`config.mk`:
```
export PLATFORM = sky130hd
export DESIGN_NAME = mdio_mgmt_master
export DESIGN_NICKNAME = d
export VERILOG_FILES = /design/src/rtl/mdio_pkg.sv /design/src/rtl/mdio_clkgen.sv /design/src/rtl/mdio_frame_engine.sv /design/src/rtl/mdio_regs.sv /design/src/rtl/mdio_mgmt_master.sv
export SDC_FILE = /design/constraint.sdc
export NUM_CORES = 1
export LEC_CHECK = 0
export ABC_CLOCK_PERIOD_IN_PS = 2350
export CORE_MARGIN = 2
export CORE_UTILIZATION = 24
export CTS_CLUSTER_DIAMETER = 150
export DETAILED_ROUTE_END_ITERATION = 8
export PLACE_DENSITY = 0.47
export SLEW_MARGIN = 10
export SYNTH_ARGS = -nofsm -noshare
export SYNTH_HDL_FRONTEND = slang
export SYNTH_SLANG_ARGS = --single-unit
```
`constraint.sdc`:
```
create_clock -name clk -period 2.35 [get_ports clk]
set_clock_uncertainty 0.1 [all_clocks]
set_input_delay 0.705 -clock clk [delete_from_list [all_inputs] [get_ports clk]]
set_output_delay 0.705 -clock clk [all_outputs]
set_load 0.02 [all_outputs]
```
`src/rtl/mdio_pkg.sv`:
```
package mdio_pkg;
  localparam int PREAMBLE_LEN = 32;
  localparam int FRAME_LEN    = PREAMBLE_LEN + 32;

  // word indices of the register map (byte offset / 4)
  localparam int W_STATUS = 0;
  localparam int W_CMD    = 2;
  localparam int W_RDATA  = 3;

  // command word bit positions
  localparam int C_VALID = 31;
  localparam int C_PHY   = 25;
  localparam int C_REG   = 20;
  localparam int C_WD    = 4;
  localparam int C_RD    = 2;
  localparam int C_WR    = 1;

  // status word bit positions
  localparam int S_PEND = 2;
  localparam int S_BUSY = 3;

  typedef struct packed {
    logic        rd;
    logic [4:0]  phy;
    logic [4:0]  ra;
    logic [15:0] wd;
  } mdio_cmd_t;
endpackage

```
`src/rtl/mdio_clkgen.sv`:
```
module mdio_clkgen #(
  parameter int DIV = 10
) (
  input  logic clk,
  input  logic rst,
  input  logic en_i,
  output logic mdc_o,
  output logic rise_o,
  output logic fall_o
);
  localparam int HALF = DIV / 2;
  localparam int CW   = (HALF > 1) ? $clog2(HALF) : 1;

  logic [CW-1:0] cnt_q;
  logic          wrap;

  assign wrap   = (cnt_q == CW'(HALF - 1));
  assign rise_o = en_i && wrap && !mdc_o;
  assign fall_o = en_i && wrap && mdc_o;

  always_ff @(posedge clk) begin
    if (rst || !en_i) begin
      cnt_q <= '0;
      mdc_o <= 1'b0;
    end else if (wrap) begin
      cnt_q <= '0;
      mdc_o <= ~mdc_o;
    end else begin
      cnt_q <= cnt_q + 1'b1;
    end
  end

  // clock parked low once the engine stops
  p_mdc_idle_low_r5: assert property (@(posedge clk) disable iff (rst)
    !en_i |=> !mdc_o);
endmodule

```
`src/rtl/mdio_frame_engine.sv`:
```
module mdio_frame_engine
  import mdio_pkg::*;
(
  input  logic       clk,
  input  logic       rst,
  input  logic       start_i,
  input  mdio_cmd_t  cmd_i,
  input  logic       rise_i,
  input  logic       fall_i,
  input  logic       mdio_i,
  output logic       busy_o,
  output logic       mdio_o,
  output logic       mdio_oe_o,
  output logic       done_o,
  output logic       done_rd_o,
  output logic [15:0] rd_val_o,
  output logic       ta_err_o
);
  localparam int IW      = $clog2(FRAME_LEN);
  localparam int RELEASE = PREAMBLE_LEN + 14;
  localparam int TA2     = PREAMBLE_LEN + 15;
  localparam int DSTART  = PREAMBLE_LEN + 16;

  logic [FRAME_LEN-1:0] built;
  logic [FRAME_LEN-1:0] shift_q;
  logic [IW-1:0]        idx_q;
  logic [IW-1:0]        idx_n;
  logic                 rd_q;
  logic                 last_bit;

  assign built = {{PREAMBLE_LEN{1'b1}}, 2'b01,
                  cmd_i.rd ? 2'b10 : 2'b01,
                  cmd_i.phy, cmd_i.ra,
                  cmd_i.rd ? 2'b11 : 2'b10,
                  cmd_i.rd ? 16'hFFFF : cmd_i.wd};

  assign idx_n     = idx_q + 1'b1;
  assign last_bit  = (idx_q == IW'(FRAME_LEN - 1));
  assign done_o    = busy_o && fall_i && last_bit;
  assign done_rd_o = rd_q;

  always_ff @(posedge clk) begin
    if (rst) begin
      busy_o    <= 1'b0;
      mdio_o    <= 1'b1;
      mdio_oe_o <= 1'b0;
      shift_q   <= '0;
      idx_q     <= '0;
      rd_q      <= 1'b0;
      rd_val_o  <= '0;
      ta_err_o  <= 1'b0;
    end else if (start_i) begin
      busy_o    <= 1'b1;
      mdio_o    <= built[FRAME_LEN-1];
      mdio_oe_o <= 1'b1;
      shift_q   <= {built[FRAME_LEN-2:0], 1'b0};
      idx_q     <= '0;
      rd_q      <= cmd_i.rd;
      ta_err_o  <= 1'b0;
    end else if (busy_o) begin
      if (rise_i && rd_q) begin
        if (idx_q == IW'(TA2))
          ta_err_o <= mdio_i;
        if (int'(idx_q) >= DSTART)
          rd_val_o <= {rd_val_o[14:0], mdio_i};
      end
      if (fall_i) begin
        if (last_bit) begin
          busy_o    <= 1'b0;
          mdio_o    <= 1'b1;
          mdio_oe_o <= 1'b0;
        end else begin
          idx_q     <= idx_n;
          mdio_o    <= shift_q[FRAME_LEN-1];
          shift_q   <= {shift_q[FRAME_LEN-2:0], 1'b0};
          mdio_oe_o <= !(rd_q && (int'(idx_n) >= RELEASE));
        end
      end
    end
  end

  // a started frame shows busy in the next cycle
  p_start_sets_busy_r3: assert property (@(posedge clk) disable iff (rst)
    start_i |=> busy_o);

  // MDIO only moves after an MDC fall or a frame start
  p_mdio_on_fall_r5: assert property (@(posedge clk) disable iff (rst)
    (!$past(fall_i && busy_o) && !$past(start_i)) |-> $stable(mdio_o));

  // the line is released through read turnaround and data
  p_read_release_r7: assert property (@(posedge clk) disable iff (rst)
    (busy_o && rd_q && int'(idx_q) >= RELEASE) |-> !mdio_oe_o);
endmodule

```
`src/rtl/mdio_regs.sv`:
```
module mdio_regs
  import mdio_pkg::*;
#(
  parameter int ADDR_W = 4
) (
  input  logic              clk,
  input  logic              rst,
  input  logic [ADDR_W-1:0] bus_addr,
  input  logic              bus_we,
  input  logic              bus_re,
  input  logic [31:0]       bus_wdata,
  output logic [31:0]       bus_rdata,
  input  logic              busy_i,
  input  logic              start_i,
  input  logic              done_i,
  input  logic              done_rd_i,
  input  logic [15:0]       rd_val_i,
  input  logic              ta_err_i,
  output logic              pend_o,
  output mdio_cmd_t         cmd_o
);
  localparam int WW = ADDR_W - 2;

  logic [WW-1:0] word;
  logic          op_ok;
  logic          accept;
  logic [31:0]   rdata_q;

  assign word   = bus_addr[ADDR_W-1:2];
  assign op_ok  = bus_wdata[C_WR] ^ bus_wdata[C_RD];
  assign accept = bus_we && (word == WW'(W_CMD)) && bus_wdata[C_VALID]
                  && op_ok && !pend_o;

  always_ff @(posedge clk) begin
    if (rst) begin
      pend_o  <= 1'b0;
      cmd_o   <= '0;
      rdata_q <= '0;
    end else begin
      if (accept) begin
        pend_o     <= 1'b1;
        cmd_o.rd   <= bus_wdata[C_RD];
        cmd_o.phy  <= bus_wdata[C_PHY +: 5];
        cmd_o.ra   <= bus_wdata[C_REG +: 5];
        cmd_o.wd   <= bus_wdata[C_WD +: 16];
      end else if (start_i) begin
        pend_o <= 1'b0;
      end
      if (done_i && done_rd_i)
        rdata_q <= {14'd0, {2{ta_err_i}}, rd_val_i};
    end
  end

  always_ff @(posedge clk) begin
    if (rst) begin
      bus_rdata <= '0;
    end else if (bus_re) begin
      bus_rdata <= '0;
      if (word == WW'(W_STATUS)) begin
        bus_rdata[S_PEND] <= pend_o;
        bus_rdata[S_BUSY] <= busy_i;
      end else if (word == WW'(W_RDATA)) begin
        bus_rdata <= rdata_q;
      end
    end
  end

  // a word without the valid flag never raises pending
  p_ignore_invalid_r2: assert property (@(posedge clk) disable iff (rst)
    (!pend_o && bus_we && word == WW'(W_CMD) && !bus_wdata[C_VALID]) |=> !pend_o);

  // the frame engine taking the command drops pending
  p_pend_drop_r3: assert property (@(posedge clk) disable iff (rst)
    start_i |=> !pend_o);

  // a held command is not overwritten while it waits
  p_hold_cmd_r4: assert property (@(posedge clk) disable iff (rst)
    (pend_o && !start_i) |=> (pend_o && $stable(cmd_o)));

  // both error flags always agree
  p_err_pair_r8: assert property (@(posedge clk) disable iff (rst)
    rdata_q[16] == rdata_q[17]);
endmodule

```
`src/rtl/mdio_mgmt_master.sv`:
```
module mdio_mgmt_master
  import mdio_pkg::*;
#(
  parameter int DIV    = 10,
  parameter int ADDR_W = 4
) (
  input  logic              clk,
  input  logic              rst,
  input  logic [ADDR_W-1:0] bus_addr,
  input  logic              bus_we,
  input  logic              bus_re,
  input  logic [31:0]       bus_wdata,
  output logic [31:0]       bus_rdata,
  output logic              mdc,
  output logic              mdio_o,
  output logic              mdio_oe,
  input  logic              mdio_i
);
  mdio_cmd_t   cmd;
  logic        pend;
  logic        busy;
  logic        start;
  logic        rise;
  logic        fall;
  logic        done;
  logic        done_rd;
  logic [15:0] rd_val;
  logic        ta_err;

  assign start = pend && !busy;

  mdio_regs #(.ADDR_W(ADDR_W)) u_regs (
    .clk(clk), .rst(rst),
    .bus_addr(bus_addr), .bus_we(bus_we), .bus_re(bus_re),
    .bus_wdata(bus_wdata), .bus_rdata(bus_rdata),
    .busy_i(busy), .start_i(start), .done_i(done), .done_rd_i(done_rd),
    .rd_val_i(rd_val), .ta_err_i(ta_err),
    .pend_o(pend), .cmd_o(cmd)
  );

  mdio_clkgen #(.DIV(DIV)) u_clk (
    .clk(clk), .rst(rst), .en_i(busy),
    .mdc_o(mdc), .rise_o(rise), .fall_o(fall)
  );

  mdio_frame_engine u_eng (
    .clk(clk), .rst(rst), .start_i(start), .cmd_i(cmd),
    .rise_i(rise), .fall_i(fall), .mdio_i(mdio_i),
    .busy_o(busy), .mdio_o(mdio_o), .mdio_oe_o(mdio_oe),
    .done_o(done), .done_rd_o(done_rd), .rd_val_o(rd_val), .ta_err_o(ta_err)
  );

  // a waiting command enters the engine in the cycle after idle
  p_queue_start_r10: assert property (@(posedge clk) disable iff (rst)
    (pend && !busy) |=> busy);
endmodule

```
# [Word level (Yosys, flattened, before mapping)]
# Index checks and enable logic that the tools add are counted.
[totals] regBits=171 input_bits=41 output_inout_bits=35 word_cells=84
[op_classes] n_addsub=2 order_cmp=2 n_eq_ne=6 muxes=22 bitwise=4 reduce_logical=30
[ops] op="2-to-1 mux 64 bit" n=4
[ops] op="2-to-1 mux 18 bit" n=1
[ops] op="2-to-1 mux 16 bit" n=1
[ops] op="2-to-1 mux 14 bit" n=1
[ops] op="logical AND 1 bit" n=13
[ops] op="equality test 6 bit (second input constant)" n=2
[ops] op="greater-or-equal comparator 6 bit (second input constant)" n=2
[ops] op="2-to-1 mux 1 bit" n=12
[ops] op="AND reduction 3 bit" n=3
[ops] op="adder 6 x 1 -> 6 bit (second input constant)" n=1
[ops] op="2-to-1 mux 2 bit" n=3
[ops] op="nonzero test 2 bit" n=3
[ops] op="equality test 2 bit (second input constant)" n=2
[ops] op="zero test 1 bit" n=4
[ops] op="AND reduction 2 bit" n=2
[ops] op="AND reduction 4 bit" n=1
[ops] op="OR reduction 2 bit" n=2
[ops] op="adder 3 x 1 -> 3 bit (second input constant)" n=1
[ops] op="equality test 3 bit (second input constant)" n=1
[ops] op="NOT 1 bit" n=3
[ops] op="zero test 2 bit" n=1
[ops] op="!= test 2 bit (second input constant)" n=1
[ops] op="logical OR 1 bit" n=1
[ops] op="bitwise XOR 1 bit" n=1

# [Longest topological paths before layout]
[depth] ltp_word=8 mapped_depth=8 ltp_nobuf=6

# [By module]
# A second synthesis with hierarchy kept.
[unflattened] hier_cells=753 hier_area_um2=6503.7
[by_module_without_submodules] module="mdio_frame_engine" n_inst=1 cells_per_inst=437 area_per_inst_um2=3659.8 seq_area_each_um2=1801.7
[by_module_without_submodules] module="mdio_regs" n_inst=1 cells_per_inst=293 area_per_inst_um2=2630.0 seq_area_each_um2=1241.2
[by_module_without_submodules] module="mdio_clkgen" n_inst=1 cells_per_inst=22 area_per_inst_um2=200.2 seq_area_each_um2=80.1
[by_module_without_submodules] module="mdio_mgmt_master" n_inst=1 cells_per_inst=1 area_per_inst_um2=13.8 seq_area_each_um2=0.0

# [Worst setup path before layout]
# Ideal clock, no wire load.
[synth_path] path_type="in2reg" from="input port bus_addr[2]" to="register u_regs.cmd_o[0] in the netlist's numbering" setup_time_ns=0.128 arrival_time_ns=1.799 required_time_ns=2.122 path_slack_ns=0.324 cell_stages=6 path_buffers=2 cell_sequence="nand4b_1 > nor3_1 > buf_2 > buf_2 > mux2i_1 > nor2_1"
[synth_via] elab_chain_cells=5
[synth_rtl] item="start, declared" line_no="mdio_mgmt_master.sv:9" rtl="input logic [ADDR_W-1:0] bus_addr,"
[synth_rtl] item="equality test 2 bit" line_no="mdio_regs.sv:31" rtl="assign accept = bus_we && (word == WW'(W_CMD)) && bus_wdata[C_VALID]"
[synth_rtl] item="logical AND 1 bit (2 in a row)" line_no="mdio_regs.sv:31"
[synth_rtl] item="logical AND 1 bit (2 in a row)" line_no="mdio_regs.sv:32" rtl="&& op_ok && !pend_o;"
[synth_rtl] item="end, declared" line_no="mdio_regs.sv:20" rtl="output mdio_cmd_t cmd_o"
# No other way between the ends.
# A chain may end at the register's enable or synchronous reset.

==> metrics.csv <==
metric,value,unit
status,finished clean,
drtIter0Drc,376,
synth_seq_cells,156,
cp-start-kind,flop,
critPathBufInv,1,
timing.slew.headroom,59.7,%
rsz0062_at_grt,false,
htreeDepth,4,
path_depth,1,
hpwl,8.13,mm
grt_pass1_vias,4369,
via_per_inst,4.43,
synth_ff_type,dfxtp_1,
cpPeakStageDelay,0.63,ns
grt_use_total,10.3,%
syn2layout_area_growth,24.3,%
drcViolationCount,0,
overflow,0,
ir_drop,0.569,mV
synth_area_leaders,"dfxtp_1 51%, mux2i_1 7.2%, nor2_1 6.9%, nor3_1 6.0%, a21oi_1 4.1%",
antennaDiodeCount,0,
maxSlewViolCount,0,
routed_wl,13.7,mm
num_vias,4825,
r2r_start,u_eng.idx_q[0]$_SDFFE_PP0P_,
period_share,94.7,%
yosysTopAreaCell,dfxtp_1,
antenna_found_initial,0,
cts_tree,yes,
drive_above_1_share,7.11,%
io_pins,76,
ys_seq_area_share,50.9,%
ff2ff_setup_slack,0.37,ns
ff_latch_area,3120,sq um
timing.max_cap.violations,0,
antenna_left,0,
rows,58,
path_cells,clkdlybuf4s50_1,
worstPathArrival,1.42,ns
cts-root-buf,clkbuf_16,
place_congestion,0.727,
startpoint,u_regs.bus_rdata[16]$_SDFFE_PP0P_,
end_kind,output pin,
wire_per_inst,12.6,um
grt_max_degree,66,
numCtsBuffers,17,
grt_pass1_wl,22.2,mm
clk_path_buf_depth,2,
firstDrtPassIters,5,
syn_inst,716,
min_path_type,flop to flop,
die_w,164,um
fin_tns_setup,0,ns
max_freq,0.449,GHz
crit_slowest_cell,clkdlybuf4s50_1,
leakage,2.76,nW
cts_num_sinks,156,
insertion_delay,0.42,ns
setup_violations,0,
critPathCapture,bus_rdata[17],
die_height,164,um
powerDensity,769,nW/um^2
crit_fanout,3,
synth_area,6130,sq um
ys_top_cells_by_count,"156 x dfxtp_1, 112 x nor2_1, 74 x nor3_1",
clk_pin_slew,0.06,ns
floorplan.initialDensity,24.4,%
hold_viol,0,
layout.nets,792,
io_buffers,56,
yosysMostFrequentCell,dfxtp_1,
multiInputGateArea,2690,sq um
reg2reg_depth,7,
yosysWarningCount,0,
synthDistinctLibCells,40,
cts_setup_buffers,0,
dpl_cell_area,6990,sq um
core-area,25100,sq um
cp_data_required_time,1.54,ns
syn_avg_cell_area,8.56,sq um
tightest_slew,0.604,ns
crit_type,flop to output pin,
synth_edf_count,0,
yosys.area.top_type_share,50.9,%
period_minus_slack,2.23,ns
critPathTopFamily,buffers and inverters,
utilization,30.4,%
die_area,26800,sq um
fill_cells,2711,
reg2reg_to,u_eng.shift_q[5]$_SDFFE_PP0P_,
async_reset_ff_share,0,%
fin_area,7620,sq um
==> routing by layer <==
metal  track usage (%)  vias to the layer above  part of all wire (%)
met1              14.2                     2247                    51
met3              2.88                       16                   3.1
li1                  -                     2487                     -
met2              15.5                       75                    44
met4              3.83                        0                   1.6
met5                 0                        -                     0
==> tightest hold or removal path, stage by stage, from the launching register on <==
cell and delay (ns):
dfxtp_1 0.31, nand2_1 0.05, a21oi_1 0.05
==> stage by stage <==
step,cells,setup WS [ns],power (mW),hold WS [ns]
2_1_floorplan,729,0.324,2.89,0.326
3_3_place_gp,1058,-0.158,2.98,0.344
3_5_place_dp,1058,-0.197,2.98,0.347
4_1_cts,1090,0.0830,5.95,0.357
5_1_grt,1090,0.0488,6.07,0.373
6_report,1090,0.125,5.86,0.355
==> state kept, by name (all words and copies together) (netlist names), 3 cells and up <==
signal / cells
u_regs.rdata_q: 17
u_clk.cnt_q: 3
u_regs.cmd_o: 27
u_regs.bus_rdata: 17
u_eng.rd_val_o: 16
u_eng.shift_q: 63
u_eng.idx_q: 6
==> area by class of cell <==
type / count / area share, %
sequential: 156 / 41.0
multi-input combinational: 495 / 35.3
timing repair buffer: 73 / 9.80
clock buffer: 22 / 6.22
tap: 330 / 5.42
clock inverter: 10 / 2.10
inverter: 4 / 0.197
==> placed cells by master (no fill, tap or decap), types with 2 or more instances in the layout <==
| cell type | synthesis | routed |
|---|---|---|
| nor2_1 | 112 | 112 |
| o21ai_0 | 18 | 18 |
| xnor2_1 | 2 | 2 |
| mux2i_1 | 44 | 44 |
| nand2_1 | 63 | 63 |
| nand4_1 | 3 | 3 |
| nor3_2 | 1 | 2 |
| clkbuf_16 | 0 | 17 |
| clkdlybuf4s50_1 | 0 | 54 |
| ha_1 | 4 | 4 |
| a22oi_1 | 10 | 10 |
| nor3b_1 | 2 | 2 |
| nand3_1 | 36 | 36 |
| conb_1 | 1 | 14 |
| a31oi_1 | 19 | 18 |
| xor2_1 | 2 | 2 |
| a21oi_1 | 50 | 50 |
| buf_12 | 1 | 5 |
| bufinv_16 | 0 | 4 |
| nor3_1 | 74 | 73 |
| dfxtp_1 | 156 | 156 |
| and3_1 | 3 | 3 |
| a311oi_1 | 4 | 4 |
| clkbuf_8 | 0 | 3 |
| nor4_1 | 2 | 2 |
| nor2b_1 | 17 | 16 |
| clkinv_2 | 0 | 3 |
| inv_1 | 4 | 4 |
| nand2b_1 | 3 | 3 |
| clkbuf_1 | 39 | 2 |
| inv_6 | 0 | 2 |
| buf_4 | 15 | 13 |
==> report_power, final <==
group	internal, mW	total [mW]	switching (mW)
Sequential	2.67	2.69	0.0178
Combinational	0.101	0.229	0.128
Clock	1.87	2.94	1.08
Total	4.64	5.86	1.22
==> kinds of logic after synthesis <==
family,after synthesis,synth area share [%]
simple gates,323,24.0
flops,156,50.9
compound gates,106,9.94
buf+inv,78,6.55
mux,44,7.18
fa+ha+maj,4,0.816
xor+xnor,4,0.571
other cells,1,0.0612
==> worst min-delay path by stage <==
stage	startpoint	end	slack (ns)	depth (start not counted)
finish	u_eng.shift_q[31]$_SDFFE_PP0P_	u_eng.shift_q[32]$_SDFFE_PP0P_	0.36	2
global route	u_regs.rdata_q[0]$_SDFFE_PP0P_	u_regs.rdata_q[0]$_SDFFE_PP0P_	0.37	2
CTS	u_regs.rdata_q[3]$_SDFFE_PP0P_	u_regs.rdata_q[3]$_SDFFE_PP0P_	0.36	2
detailed placement	u_regs.rdata_q[3]$_SDFFE_PP0P_	u_regs.rdata_q[3]$_SDFFE_PP0P_	0.35	2
global placement	u_eng.shift_q[31]$_SDFFE_PP0P_	u_eng.shift_q[32]$_SDFFE_PP0P_	0.34	2
floorplan	u_clk.cnt_q[0]$_SDFF_PP0_	u_clk.cnt_q[0]$_SDFF_PP0_	0.33	1
==> timing repair <==
action                     CTS  global route
hold buffers                 0             0
gates resized for setup      1             0
setup endpoints to repair    1             0
(Power assumes the default switching activity.)
